`config.mk`:
```
export PLATFORM = sky130hd
export DESIGN_NAME = bus_master_arbiter
export DESIGN_NICKNAME = d
export VERILOG_FILES = /design/src/rtl/arb_pkg.sv /design/src/rtl/arb_sync.sv /design/src/rtl/arb_int_chain.sv /design/src/rtl/arb_ext_chain.sv /design/src/rtl/bus_master_arbiter.sv
export SDC_FILE = /design/constraint.sdc
export NUM_CORES = 1
export LEC_CHECK = 0
export ABC_CLOCK_PERIOD_IN_PS = 1300
export BUFFER_PORTS_ARGS = -buffer_cell sky130_fd_sc_hd__clkbuf_2
export CORE_AREA = 3 3 40 42
export CTS_BUF_LIST = sky130_fd_sc_hd__clkbuf_8
export CTS_CLUSTER_SIZE = 40
export DETAILED_ROUTE_END_ITERATION = 7
export DIE_AREA = 0 0 43 45
export PLACE_DENSITY = 0.67
export SYNTH_ARGS = -nofsm -noshare
export SYNTH_HDL_FRONTEND = slang
export SYNTH_SLANG_ARGS = --single-unit
```
`constraint.sdc`:
```
create_clock -name clk -period 1.3 [get_ports clk]
set_input_delay 0.195 -clock clk [delete_from_list [all_inputs] [get_ports clk]]
set_output_delay 0.195 -clock clk [all_outputs]
set_load 0.02 [all_outputs]
```
`src/rtl/arb_pkg.sv`:
```
// Package: shared constants and types for the bus mastership arbiter.
// Assumes master indices rise with priority (higher index wins).
package arb_pkg;
    localparam int NUM_MST   = 4;
    localparam int SYNC_DEPTH = 2;

    typedef enum logic [1:0] {
        M_CPU  = 2'd0,
        M_DTC  = 2'd1,
        M_DMA  = 2'd2,
        M_XDMA = 2'd3
    } mst_e;

    // External-side grant vector, one bit per external operation kind.
    typedef struct packed {
        logic refr;
        logic xdma;
        logic brel;
        logic iext;
    } ext_grant_t;
endpackage

```
`src/rtl/arb_sync.sv`:
```
// Module: multi-stage synchronizer for an asynchronous level input.
// Assumes the input is a slowly changing level; the output lags by STAGES edges.
module arb_sync #(
    parameter int STAGES = 2
) (
    input  logic clk,
    input  logic rst_n,
    input  logic d_async,
    output logic q_sync
);
    logic [STAGES-1:0] chain;

    generate
        for (genvar s = 0; s < STAGES; s++) begin : g_stage
            if (s == 0) begin : g_first
                // Capture the asynchronous input.
                always_ff @(posedge clk) begin
                    if (!rst_n) chain[0] <= 1'b0;
                    else        chain[0] <= d_async;
                end
            end else begin : g_next
                // Shift the value one stage further.
                always_ff @(posedge clk) begin
                    if (!rst_n) chain[s] <= 1'b0;
                    else        chain[s] <= chain[s-1];
                end
            end
        end
    endgenerate

    assign q_sync = chain[STAGES-1];
endmodule

```
`src/rtl/arb_int_chain.sv`:
```
// Module: fixed-priority internal bus chain.
// Picks the highest-index requester at each cycle-end strobe, parks on
// DEF_IDX when idle, and otherwise holds the present owner.
// Assumes the strobe marks the boundary of the current internal cycle.
module arb_int_chain #(
    parameter int N       = 4,
    parameter int DEF_IDX = 0
) (
    input  logic         clk,
    input  logic         rst_n,
    input  logic [N-1:0] req,
    input  logic         cyc_end,
    output logic [N-1:0] ack
);
    localparam logic [N-1:0] DEF_VEC = N'(1) << DEF_IDX;

    logic [N-1:0] winner;
    logic [N-1:0] ack_q;

    // Priority encode: ascending scan so the highest index wins.
    always_comb begin
        winner = DEF_VEC;
        for (int i = 0; i < N; i++) begin
            if (req[i]) winner = N'(1) << i;
        end
    end

    // Load the winner only at a boundary; hold the owner between boundaries.
    always_ff @(posedge clk) begin
        if (!rst_n)       ack_q <= DEF_VEC;
        else if (cyc_end) ack_q <= winner;
    end

    assign ack = ack_q;
endmodule

```
`src/rtl/arb_ext_chain.sv`:
```
// Module: external bus chain with refresh overlap rules.
// Order: refresh > external-bus DMA > bus release > internal external access.
// Each grant is held until its own end condition; the freed resources are
// re-arbitrated in the same clock. With excl_mode low, refresh may overlap
// a non-DRAM internal access; otherwise all external operations are exclusive.
// Assumes excl_mode is static while any grant is active.
module arb_ext_chain (
    input  logic                clk,
    input  logic                rst_n,
    input  logic                ref_req,
    input  logic                ref_done,
    input  logic                xd_req,
    input  logic                br_req,
    input  logic                ie_req,
    input  logic                ie_dram,
    input  logic                cyc_end,
    input  logic                excl_mode,
    output arb_pkg::ext_grant_t grant
);
    import arb_pkg::*;

    ext_grant_t g_q;
    ext_grant_t g_d;
    logic       ie_dram_q;

    logic hold_ref, hold_xd, hold_ie, hold_br;
    logic new_ref, new_xd, new_br, new_ie;
    logic any_ref, ie_fits_ref, ref_fits_ie;

    // Work out which operations survive this clock.
    always_comb begin
        hold_ref = g_q.refr & ~ref_done;
        hold_xd  = g_q.xdma & ~cyc_end;
        hold_ie  = g_q.iext & ~cyc_end;
        hold_br  = g_q.brel &  br_req;
    end

    // Refresh may join a running internal access only if it is non-DRAM and shared mode.
    always_comb begin
        ref_fits_ie = ~hold_ie | (~excl_mode & ~ie_dram_q);
        new_ref     = ref_req & ~hold_ref & ~hold_xd & ~hold_br & ref_fits_ie;
        any_ref     = hold_ref | new_ref;
    end

    // Lower-ranked grants in strict order behind refresh.
    always_comb begin
        new_xd      = xd_req & ~hold_xd & ~hold_ie & ~hold_br & ~any_ref;
        new_br      = br_req & ~hold_br & ~hold_xd & ~hold_ie & ~any_ref & ~new_xd;
        ie_fits_ref = ~any_ref | (~excl_mode & ~ie_dram);
        new_ie      = ie_req & ~hold_ie & ~hold_xd & ~hold_br
                    & ~new_xd & ~new_br & ie_fits_ref;
    end

    // Assemble the next grant vector.
    always_comb begin
        g_d.refr = any_ref;
        g_d.xdma = hold_xd | new_xd;
        g_d.brel = hold_br | new_br;
        g_d.iext = hold_ie | new_ie;
    end

    // Register grants and the target space of the granted internal access.
    always_ff @(posedge clk) begin
        if (!rst_n) begin
            g_q       <= '0;
            ie_dram_q <= 1'b0;
        end else begin
            g_q <= g_d;
            if (new_ie) ie_dram_q <= ie_dram;
        end
    end

    assign grant = g_q;
endmodule

```
`src/rtl/bus_master_arbiter.sv`:
```
// Module: top of the bus mastership arbiter.
// Runs the internal and external chains side by side and synchronizes the
// outside bus-release request. Assumes a single clock domain apart from
// brel_req_in.
module bus_master_arbiter #(
    parameter int NUM_MST    = arb_pkg::NUM_MST,
    parameter int SYNC_DEPTH = arb_pkg::SYNC_DEPTH
) (
    input  logic               clk,
    input  logic               rst_n,
    input  logic [NUM_MST-1:0] mst_req,
    input  logic               int_cyc_end,
    output logic [NUM_MST-1:0] mst_ack,
    input  logic               refresh_req,
    input  logic               refresh_done,
    output logic               refresh_ack,
    input  logic               xdma_ext_req,
    output logic               xdma_ext_ack,
    input  logic               brel_req_in,
    output logic               brel_ack,
    input  logic               iext_req,
    input  logic               iext_dram,
    output logic               iext_ack,
    input  logic               ext_cyc_end,
    input  logic               ref_excl_mode
);
    import arb_pkg::*;

    logic       brel_sync;
    ext_grant_t ext_g;

    arb_sync #(.STAGES(SYNC_DEPTH)) u_brel_sync (
        .clk     (clk),
        .rst_n   (rst_n),
        .d_async (brel_req_in),
        .q_sync  (brel_sync)
    );

    arb_int_chain #(.N(NUM_MST), .DEF_IDX(int'(M_CPU))) u_int (
        .clk     (clk),
        .rst_n   (rst_n),
        .req     (mst_req),
        .cyc_end (int_cyc_end),
        .ack     (mst_ack)
    );

    arb_ext_chain u_ext (
        .clk       (clk),
        .rst_n     (rst_n),
        .ref_req   (refresh_req),
        .ref_done  (refresh_done),
        .xd_req    (xdma_ext_req),
        .br_req    (brel_sync),
        .ie_req    (iext_req),
        .ie_dram   (iext_dram),
        .cyc_end   (ext_cyc_end),
        .excl_mode (ref_excl_mode),
        .grant     (ext_g)
    );

    assign refresh_ack  = ext_g.refr;
    assign xdma_ext_ack = ext_g.xdma;
    assign brel_ack     = ext_g.brel;
    assign iext_ack     = ext_g.iext;
endmodule

```
==> run_results.csv, run 1 <==
group,metric,value,unit
outcome,run_status,"finished clean",
route,firstDrtPassIters,3,
place,io_buffers,21,
die,start_util,39.3,%
grt,grt_pass1_wl,1.84,mm
route,route.detailed.drc,0,
sta,fin_worst_skew,0.00120,ns
route,routed_wl,1.12,mm
die,die_x,43,um
setup_path,reg2reg_slack,0.05,ns
logic_synthesis,synth_warnings,0,
setup_path,crit_path_end_kind,"flip-flop",
sta,setup_viol,0,
die,io_pins,23,
hold_path,hold_class,"input pin to flip-flop",
place,dpl_cell_area,626,sq um
route,wl_per_cell,11.9,um
setup_path,cp_data_required_time,1.46,ns
setup_path,cp_max_fo,5,
clock_network,cts_hold_buf,0,
clock_network,cts_tree,"built",
sta,slew_violations,0,
sta,period_needed,1.25,ns
place,dp_hpwl,814,um
setup_path,crit_end,"u_ext.ie_dram_q",
power_and_ir_drop,p_leak,0.000316,uW
setup_path,reg2reg_to,"u_ext.ie_dram_q",
logic_synthesis,syn_nets,70,
final_layout,postLayoutCellArea,736,sq um
logic_synthesis,seq_area_frac_synth,43.6,%
grt,grt_util_all_layers,12.9,%
final_layout,area_growth,45.5,%
route,via_per_inst,5.03,
clock_network,cts_inserted_buffers,3,
power_and_ir_drop,p_per_area,1130,nW/um^2
sta,max_freq,800,MHz
setup_path,startpoint,"u_ext.grant[0]",
clock_network,clock_sinks,11,
logic_synthesis,yosys_register_bits,11,
sta,fin_ws,0.0500,ns
setup_path,path_class,"flip-flop to flip-flop",
clock_network,cts_buffer_depth,2,
power_and_ir_drop,vdd_drop_max,0.000899,V
logic_synthesis,syn_inst,55,
clock_network,cts.clk_slew.worst_paths,0.05,ns
setup_path,cp.arrival,1.41,ns
final_layout,final_nets,95,
run,maxCapViolations,0,
clock_network,clock_latency,0.23,ns
sta,fin_crit_sh,96.2,%
place,post-place-ws,0.0442,ns
sta,tightest_slew,0.231,ns
setup_path,cp-start-kind,"flip-flop",
clock_network,cts_max_level,1,
place,dp.cells,90,
final_layout,final_cells,94,
final_layout,drive_above_1_share,48.1,%
grt,grt_max_degree,13,
sta,setup_tns,0,ns
setup_path,r2r_start,"u_ext.grant[0]",
logic_synthesis,ys_types,25,
die,rows,13,
final_layout,diodes,0,
die,core_area,1280,sq um
route,final_antenna_net_count,0,
clock_network,cts_root_buf,"clkbuf_8",
logic_synthesis,synth_area_per_cell,9.19,sq um
setup_path,reg2regPathDepth,5,
grt,antenna_found_initial,0,
sta,slew_headroom,84.5,%
die,die-area,1940,sq um
sta,hold_violations,0,
final_layout,fill_cells,113,
die,die_h,45,um
place,globalplace.congestion,0.862,
route,vias,473,
grt,overflow,0,
grt,grt_pass1_vias,436,
logic_synthesis,syn_area,505,sq um
route,drtIter0Drc,3,
layout by cell type (no fill, tap or decap), drive strengths merged:
| cell | synthesis | layout |
|---|---|---|
| a21boi | 2 | 2 |
| a21oi | 2 | 2 |
| a2bb2oi | 1 | 1 |
| and2 | 5 | 5 |
| and2b | 1 | 1 |
| clkbuf | 1 | 24 |
| dfxtp | 11 | 11 |
| inv | 1 | 2 |
| mux2i | 2 | 2 |
| nand2 | 7 | 7 |
| nand2b | 4 | 4 |
| nand3b | 1 | 1 |
| nand4 | 2 | 2 |
| nor2 | 6 | 6 |
| nor2b | 1 | 1 |
| nor4b | 1 | 1 |
| o2111ai | 1 | 1 |
| o211ai | 1 | 1 |
| o21a | 1 | 1 |
| o21ai | 1 | 1 |
| o21bai | 1 | 1 |
| o31ai | 1 | 1 |
| o32ai | 1 | 1 |
worst max-delay path, stage by stage (launching register included):
cell,delay (ns)
dfxtp_4,0.36
nor2_4,0.11
nor2_2,0.06
nor4b_4,0.28
a2bb2oi_2,0.19
mux2i_1,0.19
state kept, by name (all words and copies together) (netlist names):
name,flops
u_brel_sync.chain,1
u_brel_sync.q_sync,1
u_ext.grant,4
u_ext.ie_dram_q,1
u_int.ack,4
layout make-up:
type | instances | area [sq um] | share of cell area, %
multi-input cells | 42 | 335 | 45.6
clock buffers | 3 | 41.3 | 5.61
inverters | 1 | 3.75 | 0.510
well taps | 15 | 18.8 | 2.55
repair buffers | 21 | 105 | 14.3
clock inverters | 1 | 3.75 | 0.510
flip-flops and latches | 11 | 228 | 31.0
Yosys cell counts:
| library cell | n | share of area, % |
|---|---|---|
| nor2_1 | 6 | 4.5 |
| nor4b_2 | 1 | 3.0 |
| o211ai_1 | 1 | 1.5 |
| a21boi_1 | 1 | 1.5 |
| nand2_1 | 7 | 5.2 |
| o21bai_2 | 1 | 2.2 |
| a21oi_1 | 2 | 2.0 |
| nor2b_1 | 1 | 1.2 |
| o32ai_1 | 1 | 1.7 |
| a21boi_0 | 1 | 1.5 |
| dfxtp_1 | 11 | 44 |
| o31ai_1 | 1 | 1.5 |
| clkbuf_1 | 1 | 0.74 |
| and2b_2 | 1 | 1.7 |
| mux2i_1 | 2 | 4.0 |
| o21a_1 | 1 | 1.5 |
| and2_1 | 5 | 6.2 |
| o2111ai_1 | 1 | 1.7 |
| o21ai_0 | 1 | 0.99 |
| nand4_1 | 1 | 1.2 |
| inv_1 | 1 | 0.74 |
| nand3b_1 | 1 | 1.5 |
| nand2b_1 | 4 | 4.9 |
| nand4_2 | 1 | 2.5 |
| a2bb2oi_2 | 1 | 3.0 |
metrics by stage:
stage / util, % / power [uW] / hold WS [ns]
2_1_floorplan: - / 444 / 0.322
3_3_place_gp: 48.7 / 491 / 0.402
3_5_place_dp: 48.7 / 493 / 0.407
4_1_cts: 52.2 / 824 / 0.163
5_1_grt: 57.3 / 871 / 0.177
6_report: 57.3 / 829 / 0.170
report_power, final:
group	switching (uW)	internal [uW]	total (uW)
Sequential	16.4	354	371
Combinational	72.4	65.7	138
Clock	114	206	320
Total	203	626	829
cells by family (layout without fill, tap and decap cells):
logic type,count (synthesis),count (layout),synth area share [%]
AOI/OAI and AO/OA,12,12,19.1
buffers and inverters,2,26,1.48
DFF,11,11,43.6
muxes,2,2,3.96
and+or+nand+nor,28,28,31.9
layer usage:
| metal | GRT usage [%] | up-vias | wire length, um |
|---|---|---|---|
| met4 | 12.7 | 0 | 29 |
| met3 | 2.79 | 4 | 102 |
| met1 | 14.4 | 206 | 439 |
| met2 | 20.1 | 21 | 543 |
| met5 | 0 | - | 0 |
| li1 | - | 242 | - |
timing repair:
item,4_1_cts,5_1_grt
resized for setup,0,15
setup endpoints to repair,0,2
setup buffers,0,0
worst min path at each step:
stage,start,to,cells past startpoint
finish,brel_req_in,u_brel_sync.chain[0],2
global route,brel_req_in,u_brel_sync.chain[0],2
CTS,brel_req_in,u_brel_sync.chain[0],2
detailed placement,brel_req_in,u_brel_sync.chain[0],2
global placement,brel_req_in,u_brel_sync.chain[0],2
floorplan,brel_req_in,u_brel_sync.chain[0],1
Power figures use the tool's default switching activity.
==> inputs of run 2 (changes only) <==
CORE_AREA = 2 2 39 41   (was 3 3 40 42)
CTS_BUF_LIST = default   (was sky130_fd_sc_hd__clkbuf_8)
DIE_AREA = 0 0 41 43   (was 0 0 43 45)
==> run 2 against run 1 <==
Routed wire length decreased by 10%; critical endpoint unchanged; combinational power decreased by 3%; global-route usage increased by 0.37 points; clock power decreased by 30%; largest cell class unchanged; via count increased by 1.5%.
==> run_results.csv, run 2 (synthesized netlist as in run 1, its figures left out) <==
group,metric,value,unit
final_layout,multiInputGateArea,312,sq um
hold_path,holdPathEnd,"u_brel_sync.chain[0]",
final_layout,fill_cells,142,
setup_path,cp_max_fo,5,
grt,grtUsageMet2,21.3,%
sta,fin_ws,0.0635,ns
grt,overflow,0,
setup_path,cp-start-kind,"flip-flop",
die,io_pins,23,
hold_path,holdCritStartpoint,"brel_req_in",
setup_path,reg2regPathDepth,5,
power_and_ir_drop,pwr-share-seq,50.6,%
place,globalplace.congestion,0.606,
grt,grt_util_all_layers,13.2,%
power_and_ir_drop,power,726,uW
clock_network,cts_root_buf,"clkbuf_4",
power_and_ir_drop,p_per_area,1040,nW/um^2
die,die_x,41,um
route,drtIter0Drc,3,
final_layout,drive_above_1_share,46.3,%
route,vias,480,
sta,hold_violations,0,
sta,setup_viol,0,
setup_path,slowest_stage,"dfxtp_4",
power_and_ir_drop,power.switching,190,uW
setup_path,reg2reg_slack,0.06,ns
power_and_ir_drop,internal_power,536,uW
final_layout,final_common_cell,"clkbuf_2",
grt,grt_util_met3,3.14,%
hold_path,hold_depth,2,
grt,antenna_found_initial,0,
power_and_ir_drop,clkPwrFrac,31.0,%
hold_path,hold_class,"input pin to flip-flop",
clock_network,clock_sinks,11,
clock_network,clock_latency,0.26,ns
setup_path,cp.arrival,1.43,ns
sta,tightest_slew,0.217,ns
setup_path,reg2reg_to,"u_ext.ie_dram_q",
final_layout,final_nets,96,
sta,period_needed,1.24,ns
sta,slew_headroom,85.5,%
final_layout,diodes,0,
place,dp_hpwl,785,um
route,routed_wl,1.00,mm
route,route.detailed.drc,0,
final_layout,area_growth,38.6,%
setup_path,slowest_delay,0.36,ns
clock_network,cts_max_level,1,
setup_path,cp_data_required_time,1.49,ns
grt,busiest_layer,"met2",
grt,grt_pass1_vias,432,
setup_path,worstPathCellList,"o21bai_2 -> nand4_2 -> a21oi_2 -> a2bb2oi_2 -> mux2i_1",
sta,fin_worst_skew,0.00407,ns
sta,whs,0.132,ns
clock_network,cts_hold_buf,0,
grt,grt_max_degree,13,
route,firstDrtPassIters,3,
route,final_antenna_net_count,0,
final_layout,fin_util,50.6,%
sta,slew_violations,0,
clock_network,cts_inserted_buffers,3,
die,die-area,1760,sq um
power_and_ir_drop,p_sw_share,26.2,%
clock_network,cts.clk_slew.worst_paths,0.07,ns
setup_path,r2r_start,"u_ext.grant[0]",
place,post-place-ws,0.0455,ns
grt,grt_pass1_wl,1.58,mm
sta,max_freq,809,MHz
run,maxCapViolations,0,
final_layout,final_cell_mix,"clkbuf_2 (21), dfxtp_1 (8), nand2_1 (7), and2_1 (5)",
power_and_ir_drop,p_leak,0.000300,uW
sta,fin_crit_sh,95.1,%
final_layout,seq_area,226,sq um
power_and_ir_drop,power_frac_comb,18.4,%
route,wl_per_cell,10.5,um
outcome,run_status,"finished clean",
grt,globalRouteMet1Util,14.8,%
clock_network,cts_tree,"built",
die,die_h,43,um
setup_path,path_class,"flip-flop to flip-flop",
die,rows,14,
clock_network,cts_buffer_depth,2,
place,io_buffers,21,
die,core_area,1380,sq um
setup_path,crit_path_end_kind,"flip-flop",
power_and_ir_drop,vdd_drop_max,0.000604,V
route,via_per_inst,5.00,
die,start_util,36.5,%
-- run 2: repair_timing --
action                                  in CTS  in global routing
endpoints found under the setup margin       0                  3
setup buffers                                0                  1
resized for setup                            0                 11
-- run 2: per-layer routing --
layer | vias to the layer above | part of all wire, % | wire (um)
met3 | 2 | 9.3 | 93
met2 | 19 | 47 | 472
met1 | 215 | 43 | 432
met4 | 0 | 0.50 | 5
met5 | - | 0 | 0
li1 | 244 | - | -
-- run 2: critical path: cells and delay by family (launching register included) --
| kind | cells | cell delay, ns |
|---|---|---|
| DFF | 1 | 0.36 |
| and+or+nand+nor | 1 | 0.11 |
| AOI/OAI and AO/OA | 3 | 0.51 |
| muxes | 1 | 0.18 |
-- run 2: power by group through the flow --
stage | logic (uW) | registers (uW) | clock network (uW)
6_report | 134 | 367 | 225
3_3_place_gp | 118 | 372 | 0
2_1_floorplan | 57.1 | 387 | 0
3_5_place_dp | 120 | 373 | 0
4_1_cts | 121 | 365 | 237
5_1_grt | 148 | 370 | 248
-- run 2: cell type report --
cell class	count	share of cell area (%)
well taps	16	2.86
clock buffers	4	3.75
flip-flops and latches	11	32.3
multi-input cells	42	44.5
inverters	1	0.536
repair buffers	22	16.1
-- run 2: worst max-delay path by stage --
stage / from / endpoint / slack (ns) / cells past startpoint
floorplan: u_ext.grant[0] / u_ext.ie_dram_q / 0.02 / 5
global placement: u_ext.grant[2] / u_ext.ie_dram_q / 0.07 / 5
detailed placement: u_ext.grant[2] / u_ext.ie_dram_q / 0.05 / 5
CTS: u_ext.grant[0] / u_ext.ie_dram_q / 0.03 / 5
global route: u_ext.grant[0] / u_ext.grant[2] / -0.01 / 5
finish: u_ext.grant[0] / u_ext.ie_dram_q / 0.06 / 5
-- run 2: through the flow --
step | cells | TNS [ns] | cell area (sq um)
final | 96 | 0 | 701
after global routing | 96 | -0.0231 | 701
after CTS | 95 | 0 | 653
after detailed placement | 91 | 0 | 627
after global placement | 91 | 0 | 627
after floorplan | 55 | 0 | 505
==> inputs of run 3 (changes only) <==
PLACE_DENSITY = default   (was 0.67)
PLACE_DENSITY_LB_ADDON = 0.3   (was default)
==> run 3 against run 2 <==
Critical endpoint is now u_ext.grant[0]; routed wire length is 0.90% lower; final area is 2.7% lower; critical path type unchanged; core utilization down 1.4 points; register-to-register slack barely moved; via count decreased by 3.1%.
==> run_results.csv, run 3 (synthesized netlist as in run 1, its figures left out) <==
group,metric,value,unit
outcome,run_status,"finished clean",
sta,tightest_slew,0.250,ns
route,route.detailed.drc,0,
setup_path,worstPathCellList,"nand2b_1 -> o211ai_1 -> a21oi_2 -> a2bb2oi_2 -> o21a_1",
clock_network,cts_buffer_depth,2,
route,routed_wl,995,um
die,rows,14,
setup_path,reg2regPathDepth,5,
setup_path,cp_max_fo,5,
sta,fin_worst_skew,0.000787,ns
final_layout,diodes,0,
grt,overflow,0,
run,maxCapViolations,0,
sta,fin_ws,0.0573,ns
route,via_per_inst,4.79,
route,met3_length,84,um
hold_path,holdPathEnd,"u_brel_sync.chain[0]",
clock_network,cts_root_buf,"clkbuf_4",
die,core_area,1380,sq um
route,wl_per_cell,10.3,um
die,die_x,41,um
die,die-area,1760,sq um
setup_path,path_class,"flip-flop to flip-flop",
sta,setup_viol,0,
clock_network,cts.clk_slew.worst_paths,0.07,ns
setup_path,slowest_delay,0.37,ns
setup_path,worst-path-buf-inv,0,
setup_path,path_delay_family,"compound AO/OA/AOI/OAI gates",
die,start_util,36.5,%
grt,grt_util_all_layers,12.5,%
route,route.met2.wl,465,um
route,final_antenna_net_count,0,
final_layout,final_nets,97,
route,drtIter0Drc,7,
place,post-place-ws,0.0278,ns
final_layout,fill_cells,143,
setup_path,cp.arrival,1.40,ns
final_layout,final_common_cell,"clkbuf_2",
power_and_ir_drop,vdd_drop_max,0.000517,V
grt,grt_pass1_wl,1.48,mm
final_layout,drive_above_1_share,43.2,%
clock_network,cts_inserted_buffers,3,
power_and_ir_drop,p_leak,0.000295,uW
clock_network,clock_latency,0.26,ns
setup_path,crit_path_end_kind,"flip-flop",
clock_network,cts_max_level,1,
die,io_pins,23,
grt,grt_max_degree,13,
sta,slew_violations,0,
hold_path,holdCritStartpoint,"brel_req_in",
clock_network,cts_tree,"built",
setup_path,reg2reg_to,"u_ext.grant[0]",
sta,hold_violations,0,
sta,max_freq,805,MHz
grt,grt_pass1_vias,408,
hold_path,hold_class,"input pin to flip-flop",
route,firstDrtPassIters,2,
clock_network,clock_sinks,11,
place,globalplace.congestion,0.585,
setup_path,r2r_start,"u_ext.grant[0]",
grt,antenna_found_initial,0,
sta,fin_crit_sh,95.6,%
power_and_ir_drop,p_per_area,1050,nW/um^2
sta,slew_headroom,83.3,%
final_layout,final_cell_mix,"clkbuf_2 (21), dfxtp_1 (10), nand2_1 (7), and2_1 (5), nor2_1 (5)",
sta,period_needed,1.24,ns
final_layout,area_growth,34.9,%
setup_path,cp_data_required_time,1.46,ns
route,vias,465,
final_layout,fin_util,49.3,%
route,wl_met1,438,um
hold_path,hold_depth,2,
setup_path,reg2reg_slack,0.06,ns
place,io_buffers,21,
route,top_layer,"met4",
place,dp_hpwl,722,um
setup_path,slowest_stage,"dfxtp_2",
die,die_h,43,um
setup_path,cp-start-kind,"flip-flop",
## run 3: changes by cell type in the layout (fill, tap and decap cells not counted), sizes merged
cell / previous run / this run
buf: 1 / 2
## run 3: how the worst max path moves through the flow
| stage | from | endpoint | depth (start not counted) |
|---|---|---|---|
| finish | u_ext.grant[0] | u_ext.grant[0] | 5 |
| global route | u_ext.grant[2] | u_ext.ie_dram_q | 5 |
| CTS | u_ext.grant[2] | u_ext.ie_dram_q | 5 |
| detailed placement | u_ext.grant[2] | u_ext.ie_dram_q | 5 |
| global placement | u_ext.grant[0] | u_ext.ie_dram_q | 5 |
| floorplan | u_ext.grant[0] | u_ext.ie_dram_q | 5 |
## run 3: final cells by class
type | count | area, sq um | area share (%)
clock buffer | 4 | 26.3 | 3.85
timing repair buffer | 23 | 120 | 17.6
sequential | 11 | 221 | 32.5
multi-input combinational | 42 | 290 | 42.6
inverter | 1 | 3.75 | 0.550
tap | 16 | 20.0 | 2.94
## run 3: through the flow
| step | cell area, sq um | hold slack (ns) | power (uW) | setup TNS, ns | std cells |
|---|---|---|---|---|---|
| finish | 682 | 0.137 | 717 | 0 | 97 |
| global placement | 627 | 0.401 | 491 | 0 | 91 |
| detailed placement | 627 | 0.405 | 492 | 0 | 91 |
| floorplan | 505 | 0.322 | 444 | 0 | 55 |
| global route | 682 | 0.130 | 759 | -0.0168 | 97 |
| CTS | 653 | 0.130 | 718 | 0 | 95 |
## run 3: what timing repair did
item                                    4_1_cts  5_1_grt
buffers inserted                              0        2
endpoints found under the setup margin        0        2
gates resized for setup                       0        4
hold buffers                                  0        0
## run 3: metal layers
metal | vias to the layer above | GRT usage [%]
li1 | 246 | -
met1 | 198 | 14.8
met2 | 19 | 19.1
met3 | 2 | 3.14
met4 | 0 | 8.00
met5 | - | 0
## run 3: power breakdown
group | internal, uW | switching [uW]
combinational | 59.9 | 67.3
sequential | 355 | 11.4
clock | 118 | 105
total | 533 | 184
## run 3: worst reg2reg max path, cell delays in order, from the launching register on
cell	delay (ns)
dfxtp_2	0.37
nand2b_1	0.10
o211ai_1	0.25
a21oi_2	0.09
a2bb2oi_2	0.18
o21a_1	0.16
